===== src/rtl/vga_dec_pkg.sv =====
package vga_dec_pkg;

    typedef enum logic [2:0] {
        DST_NONE  = 3'b000,
        DST_IGFX  = 3'b001,
        DST_PCIE  = 3'b010,
        DST_SOUTH = 3'b100
    } dest_e;

    typedef enum logic [2:0] {
        RG_NONE,
        RG_SEG_A,
        RG_MONO,
        RG_SEG_B,
        RG_MAIN
    } region_e;

    typedef struct packed {
        logic  valid;
        dest_e dest;
        logic  hit;
        logic  main;
    } dec_out_t;

endpackage


===== src/rtl/vga_range_cls.sv =====
module vga_range_cls
    import vga_dec_pkg::*;
#(
    parameter int              ADDR_W    = 32,
    parameter logic [ADDR_W-1:0] WIN_LO    = 32'h000A_0000,
    parameter logic [ADDR_W-1:0] MONO_LO   = 32'h000B_0000,
    parameter logic [ADDR_W-1:0] SEGB_LO   = 32'h000B_8000,
    parameter logic [ADDR_W-1:0] WIN_HI    = 32'h000B_FFFF,
    parameter logic [ADDR_W-1:0] MEM_FLOOR = 32'h0100_0000
) (
    input  logic [ADDR_W-1:0] addr,
    input  logic [ADDR_W-1:0] mem_top,
    output region_e           region
);
    localparam int N_SUB = 3;
    localparam logic [ADDR_W-1:0] SUB_LO [N_SUB] = '{WIN_LO, MONO_LO, SEGB_LO};
    localparam logic [ADDR_W-1:0] SUB_HI [N_SUB] = '{MONO_LO - 1'b1, SEGB_LO - 1'b1, WIN_HI};

    logic [N_SUB-1:0] sub_hit;
    logic             main_hit;

    // one comparator pair per sub-range of the window
    for (genvar g = 0; g < N_SUB; g++) begin : g_sub
        assign sub_hit[g] = (addr >= SUB_LO[g]) && (addr <= SUB_HI[g]);
    end

    assign main_hit = (addr >= MEM_FLOOR) && (addr < mem_top);

    always_comb begin
        region = RG_NONE;
        if (sub_hit[0])      region = RG_SEG_A;
        else if (sub_hit[1]) region = RG_MONO;
        else if (sub_hit[2]) region = RG_SEG_B;
        else if (main_hit)   region = RG_MAIN;
    end

endmodule


===== src/rtl/vga_steer.sv =====
module vga_steer
    import vga_dec_pkg::*;
(
    input  region_e region,
    input  logic    igfx_en,
    input  logic    vga_route_en,
    input  logic    mono_present,
    output dest_e   dest,
    output logic    win_hit
);
    always_comb begin
        dest    = DST_NONE;
        win_hit = 1'b0;
        case (region)
            RG_SEG_A, RG_MONO, RG_SEG_B: begin
                win_hit = 1'b1;
                if (igfx_en)                            dest = DST_IGFX;
                else if (!vga_route_en)                 dest = DST_SOUTH;
                else if (region == RG_MONO && mono_present) dest = DST_SOUTH;
                else                                    dest = DST_PCIE;
            end
            default: begin
                dest    = DST_NONE;
                win_hit = 1'b0;
            end
        endcase
    end

endmodule


===== src/rtl/vga_win_decoder.sv =====
module vga_win_decoder
    import vga_dec_pkg::*;
#(
    parameter int                ADDR_W    = 32,
    parameter logic [ADDR_W-1:0] WIN_LO    = 32'h000A_0000,
    parameter logic [ADDR_W-1:0] MONO_LO   = 32'h000B_0000,
    parameter logic [ADDR_W-1:0] SEGB_LO   = 32'h000B_8000,
    parameter logic [ADDR_W-1:0] WIN_HI    = 32'h000B_FFFF,
    parameter logic [ADDR_W-1:0] MEM_FLOOR = 32'h0100_0000
) (
    input  logic              clk,
    input  logic              rst_n,
    input  logic              in_valid,
    input  logic [ADDR_W-1:0] in_addr,
    input  logic              igfx_en,
    input  logic              vga_route_en,
    input  logic              mono_present,
    input  logic [ADDR_W-1:0] mem_top,
    output logic              out_valid,
    output logic [2:0]        out_dest,
    output logic              out_window_hit,
    output logic              out_main_mem
);
    region_e  region;
    dest_e    steer_dest;
    logic     steer_hit;
    dec_out_t res_d, res_q;

    vga_range_cls #(
        .ADDR_W    (ADDR_W),
        .WIN_LO    (WIN_LO),
        .MONO_LO   (MONO_LO),
        .SEGB_LO   (SEGB_LO),
        .WIN_HI    (WIN_HI),
        .MEM_FLOOR (MEM_FLOOR)
    ) u_cls (
        .addr    (in_addr),
        .mem_top (mem_top),
        .region  (region)
    );

    vga_steer u_steer (
        .region       (region),
        .igfx_en      (igfx_en),
        .vga_route_en (vga_route_en),
        .mono_present (mono_present),
        .dest         (steer_dest),
        .win_hit      (steer_hit)
    );

    always_comb begin
        res_d = '0;
        if (in_valid) begin
            res_d.valid = 1'b1;
            res_d.dest  = steer_dest;
            res_d.hit   = steer_hit;
            res_d.main  = (region == RG_MAIN);
        end
    end

    always_ff @(posedge clk) begin
        if (!rst_n) res_q <= '0;
        else        res_q <= res_d;
    end

    assign out_valid      = res_q.valid;
    assign out_dest       = res_q.dest;
    assign out_window_hit = res_q.hit;
    assign out_main_mem   = res_q.main;

    AST_ONE_CYCLE: assert property (@(posedge clk) disable iff (!rst_n)
        $past(rst_n) |-> (out_valid == $past(in_valid))) else $error("latency");
    AST_HIT_HAS_DEST: assert property (@(posedge clk) disable iff (!rst_n)
        out_window_hit == (out_dest != 3'b000)) else $error("hit without dest");
    AST_IGFX_FIRST: assert property (@(posedge clk) disable iff (!rst_n)
        ($past(rst_n) && $past(igfx_en) && out_window_hit) |-> (out_dest == 3'b001)) else $error("igfx");
    AST_MONO_SPLIT: assert property (@(posedge clk) disable iff (!rst_n)
        ($past(rst_n) && $past(in_valid && !igfx_en && vga_route_en && mono_present
                               && in_addr >= MONO_LO && in_addr < SEGB_LO))
        |-> (out_dest == 3'b100)) else $error("mono split");
    AST_NO_DUAL_CLAIM: assert property (@(posedge clk) disable iff (!rst_n)
        !(out_window_hit && out_main_mem)) else $error("overlap");
    AST_DEST_ONEHOT: assert property (@(posedge clk) disable iff (!rst_n)
        $onehot0(out_dest)) else $error("dest not onehot");
    AST_IDLE_QUIET: assert property (@(posedge clk) disable iff (!rst_n)
        !out_valid |-> (out_dest == 3'b000 && !out_window_hit && !out_main_mem)) else $error("idle");

endmodule


===== config.mk =====
export PLATFORM = sky130hd
export DESIGN_NAME = vga_win_decoder
export DESIGN_NICKNAME = d
export VERILOG_FILES = /design/src/rtl/vga_dec_pkg.sv /design/src/rtl/vga_range_cls.sv /design/src/rtl/vga_steer.sv /design/src/rtl/vga_win_decoder.sv
export SDC_FILE = /design/constraint.sdc
export NUM_CORES = 1
export LEC_CHECK = 0
export BUFFER_PORTS_ARGS = -buffer_cell sky130_fd_sc_hd__buf_2
export CAP_MARGIN = 40
export CORE_ASPECT_RATIO = 0.7
export CORE_MARGIN = 3
export CORE_UTILIZATION = 30
export CTS_CLUSTER_SIZE = 20
export DETAILED_ROUTE_END_ITERATION = 10
export GPL_ROUTABILITY_DRIVEN = 0
export PLACE_DENSITY_LB_ADDON = 0.25
export SYNTH_ARGS = -nofsm -noshare
export SYNTH_HDL_FRONTEND = slang
export SYNTH_SLANG_ARGS = --single-unit

===== constraint.sdc =====
create_clock -name clk -period 2.2 [get_ports clk]
set_clock_uncertainty 0.1 [all_clocks]
set_input_delay 0.44 -clock clk [delete_from_list [all_inputs] [get_ports clk]]
set_output_delay 0.44 -clock clk [all_outputs]
set_load 0.02 [all_outputs]

==> summary by stage <==
Status
The run finished with clean final reports.

Clock network
After clock tree synthesis, the clock-pin slew on the worst setup and hold paths is around 0.04 ns. The hold buffer count at CTS is 0. Post-CTS timing repair inserted 0 buffers for setup. TritonCTS created 3 clock buffers. The post-CTS resize count is 0. CTS placed an instance of clkbuf_8 at the clock tree root. The CTS tree is yes.

The depth of the CTS H-tree is 1. The TritonCTS sink count is 6. The maximum buffer depth of the clock tree is 2.

Finish
At the end of the flow the core is filled with cells to 46.4%. Of the cells placed in the final design, the portion with a size suffix greater than 1 is 38.5%. The finished cells cover 1480 um2. The layout overhead on the synthesized area is 45.7%.

The leading cell type in the layout, fill and taps excluded is buf_2. The number of antenna diodes in the final layout is 0. The top cell types in the final layout, fill and taps aside, are buf_2, inv_1, ha_1, a21oi_1, nand2_1. After the last flow step, the layout net total stands at 316.

For this run, the number of standard cells in the final layout without fillers is between 200 and 300.

Synthesis
Counting distinct cell types in the post-synthesis netlist gives 25. After Yosys synthesis, and, or, nand and nor cells account for 20.0% of the synthesized area. Synthesis handed over a netlist of 135 instances. The main combinational cell family by area after synthesis is adder cells. Of the total synthesized cell area, the portion taken by full adders, half adders and majority gates is 38.2%.

The portion of the post-synthesis area used by sequential elements is 11.8%. Counting every net in the synthesized netlist gives 236. The flip-flop and latch count after synthesis is 6. Ranked by total cell area, the synthesized netlist is headed by ha_1, inv_1, dfxtp_1.

The number of warnings printed during yosys synthesis is 0. After synthesis the cells add up to around 1000 um2. The cell accounting for the most synthesized area is ha_1. The xor-xnor portion of the synthesized cell area is 0%.

After synthesis, the mean cell area works out to 7.53 um2. Summing the areas of all compound-gate instances in the mapped netlist gives 17.1% of the synthesized area. In the synthesized netlist, mux cells make up 0% of the area. The fraction of post-synthesis cell area in the top cell type by area is 38.2%.

Floorplan
The initial cell density of the core is 31.8%. The overall die area is 4130 um2. Row generation in the floorplan step produced 17 rows.

The number of ports placed on the die boundary is 76. The die span in y is 54.7 um. After floorplanning, the core was sized to cover 3190 um2. In this run the horizontal extent of the chip is 75.6 um.

Setup path
The required arrival time at the worst endpoint is 2.25 ns. The slowest cell on the critical path is or4_4. By startpoint and endpoint, the worst setup path is classified as input pin to flop.

The first element of the critical path is in_addr[28]. For the worst setup path, the data arrival time is 1.86 ns. The launching element type of the critical path is an input pin.

Traced cell by cell, the critical path runs through buf_2 -> or4_4 -> nor4_4 -> o2111ai_1 -> a211oi_2. The worst setup path is captured at a flop. The biggest cell delay along the critical path is between 0.5 and 0.6 ns. The biggest fanout along the worst timing path is 3.

Power and ir drop
VDD sags by at most around 0.15 mV. The power density of the placed cells is 316 nW/um2. The leakage power total is between 0.9 and 1 nW. The design draws 0.468 mW.

Timing
Headroom to the max-slew limit came out at roughly three quarters. The setup TNS after final layout is 0 ns. The worst path needs 1.81 ns of the cycle, external delays included. The final number of hold-violating endpoints came to 0. The number of pins with negative max-slew slack in the final report is 0. Setup repair after global routing left no endpoint under its margin. For the pin with the worst max-slew slack, the measured transition is 0.357 ns. The worst hold slack across all endpoints is ~0.31 ns. The number of setup violations in the final report is 0.

Derived from the worst setup path, the maximum achievable clock frequency is approximately 0.55 GHz. After layout, the worst setup slack is a little under 0.4 ns. Dividing the final minimum period by the clock period gives roughly 82%.

Global route
The via count of the first global-routing pass was 978. The total overflow left after global routing is 0. Entering global routing, the biggest net connects 5 pins. The global-route usage over all layers is 12.6%. The number of antenna violations at the first check in global routing came to 0. The global-route wire length before repair is 3.91 mm.

Min path
Along the worst hold path, the cell count comes to 2. The startpoint of the lowest-slack hold path is igfx_en. The worst min-delay path class is input pin to flop. The path with the worst hold slack has its endpoint at out_dest[2].

Routing
The detailed route wirelength on metal2 is between 1 and 1.5 mm. The pre-antenna-repair detailed-routing pass consisted of 4 iterations. The remaining design rule violation count is 0. The initial DRC count is 19.

Wire segments on met3 add up to roughly 270 um in the final route. Using the TritonRoute via totals, the vias-per-cell ratio works out to 4.55. The count of vias placed by the detailed router is around 1,100. Dividing the detail-routed wire length by the instance count gives 10.0 um. Once detail routing completed, the nets flagged for antenna violations numbered 0. The final routed wirelength across all metal layers is 2.51 mm. The post-route met1 wirelength is 1.18 mm.

The uppermost metal layer occupied by signal nets is met4.

Run
Max-cap violations in this run came to 0.

Place
During placement, the flow inserted port buffers numbering 75. The pre-CTS worst setup slack is 0.160 ns. The placed standard-cell area is ~1400 um2. The number of placed instances, taps included is approximately 250. The half-perimeter wire length after placement is 2.40 mm.
-- layout make-up --
cell class                 count  area, um2
fill                         341       1710
sequential                     6        120
clock buffer                   3       41.3
timing repair buffer          75        375
inverter                      35        131
tap                           38       47.5
multi-input combinational     94        764
-- logic make-up (layout without fill, tap and decap cells) --
| group | Yosys count | in the layout |
|---|---|---|
| simple gates | 34 | 34 |
| flops | 6 | 6 |
| buf+inv | 35 | 113 |
| compound gates | 29 | 29 |
| fa+ha+maj | 31 | 31 |
-- Yosys cell counts, drive strengths merged --
cell / instances
or3: 1
inv: 35
a21oi: 14
a21o: 1
nor3: 2
ha: 31
nor2b: 1
and3: 1
a2111o: 1
a2111oi: 1
nand4: 5
a211oi: 3
nor2: 3
nand2: 12
nand3: 2
and4: 1
dfxtp: 6
nand2b: 1
nor4: 2
or4: 2
or4bb: 1
o21ai: 8
o2111ai: 1
-- flip-flops by register name (all words and copies together) (netlist names) --
name	flops
out_valid	1
out_main_mem	1
out_window_hit	1
out_dest	3
-- worst max-delay path, delay by kind of cell --
family | cells | cell delay (ns)
AND/OR/NAND/NOR | 2 | 0.89
AO/OA/AOI/OAI | 2 | 0.43
buffers and inverters | 1 | 0.11
-- per-layer routing --
metal | vias to the layer above | global-route usage [%]
met3 | 7 | 4.77
met1 | 461 | 17.2
met2 | 44 | 16.9
met5 | - | 0
li1 | 629 | -
met4 | 0 | 6.40
-- worst max-delay path by stage --
stage | to | slack (ns) | cells after the start
after floorplan | out_dest[2] | 0.34 | 4
after global placement | out_dest[2] | 0.18 | 5
after detailed placement | out_dest[2] | 0.16 | 5
after CTS | out_dest[2] | 0.39 | 5
after global routing | out_dest[2] | 0.31 | 5
final | out_dest[2] | 0.39 | 5
-- where the power goes --
group	internal [mW]	switching, mW
clock network	0.117	0.0469
logic	0.100	0.0915
registers	0.112	0.000318
total	0.329	0.139
Power figures use the tool's default switching activity.
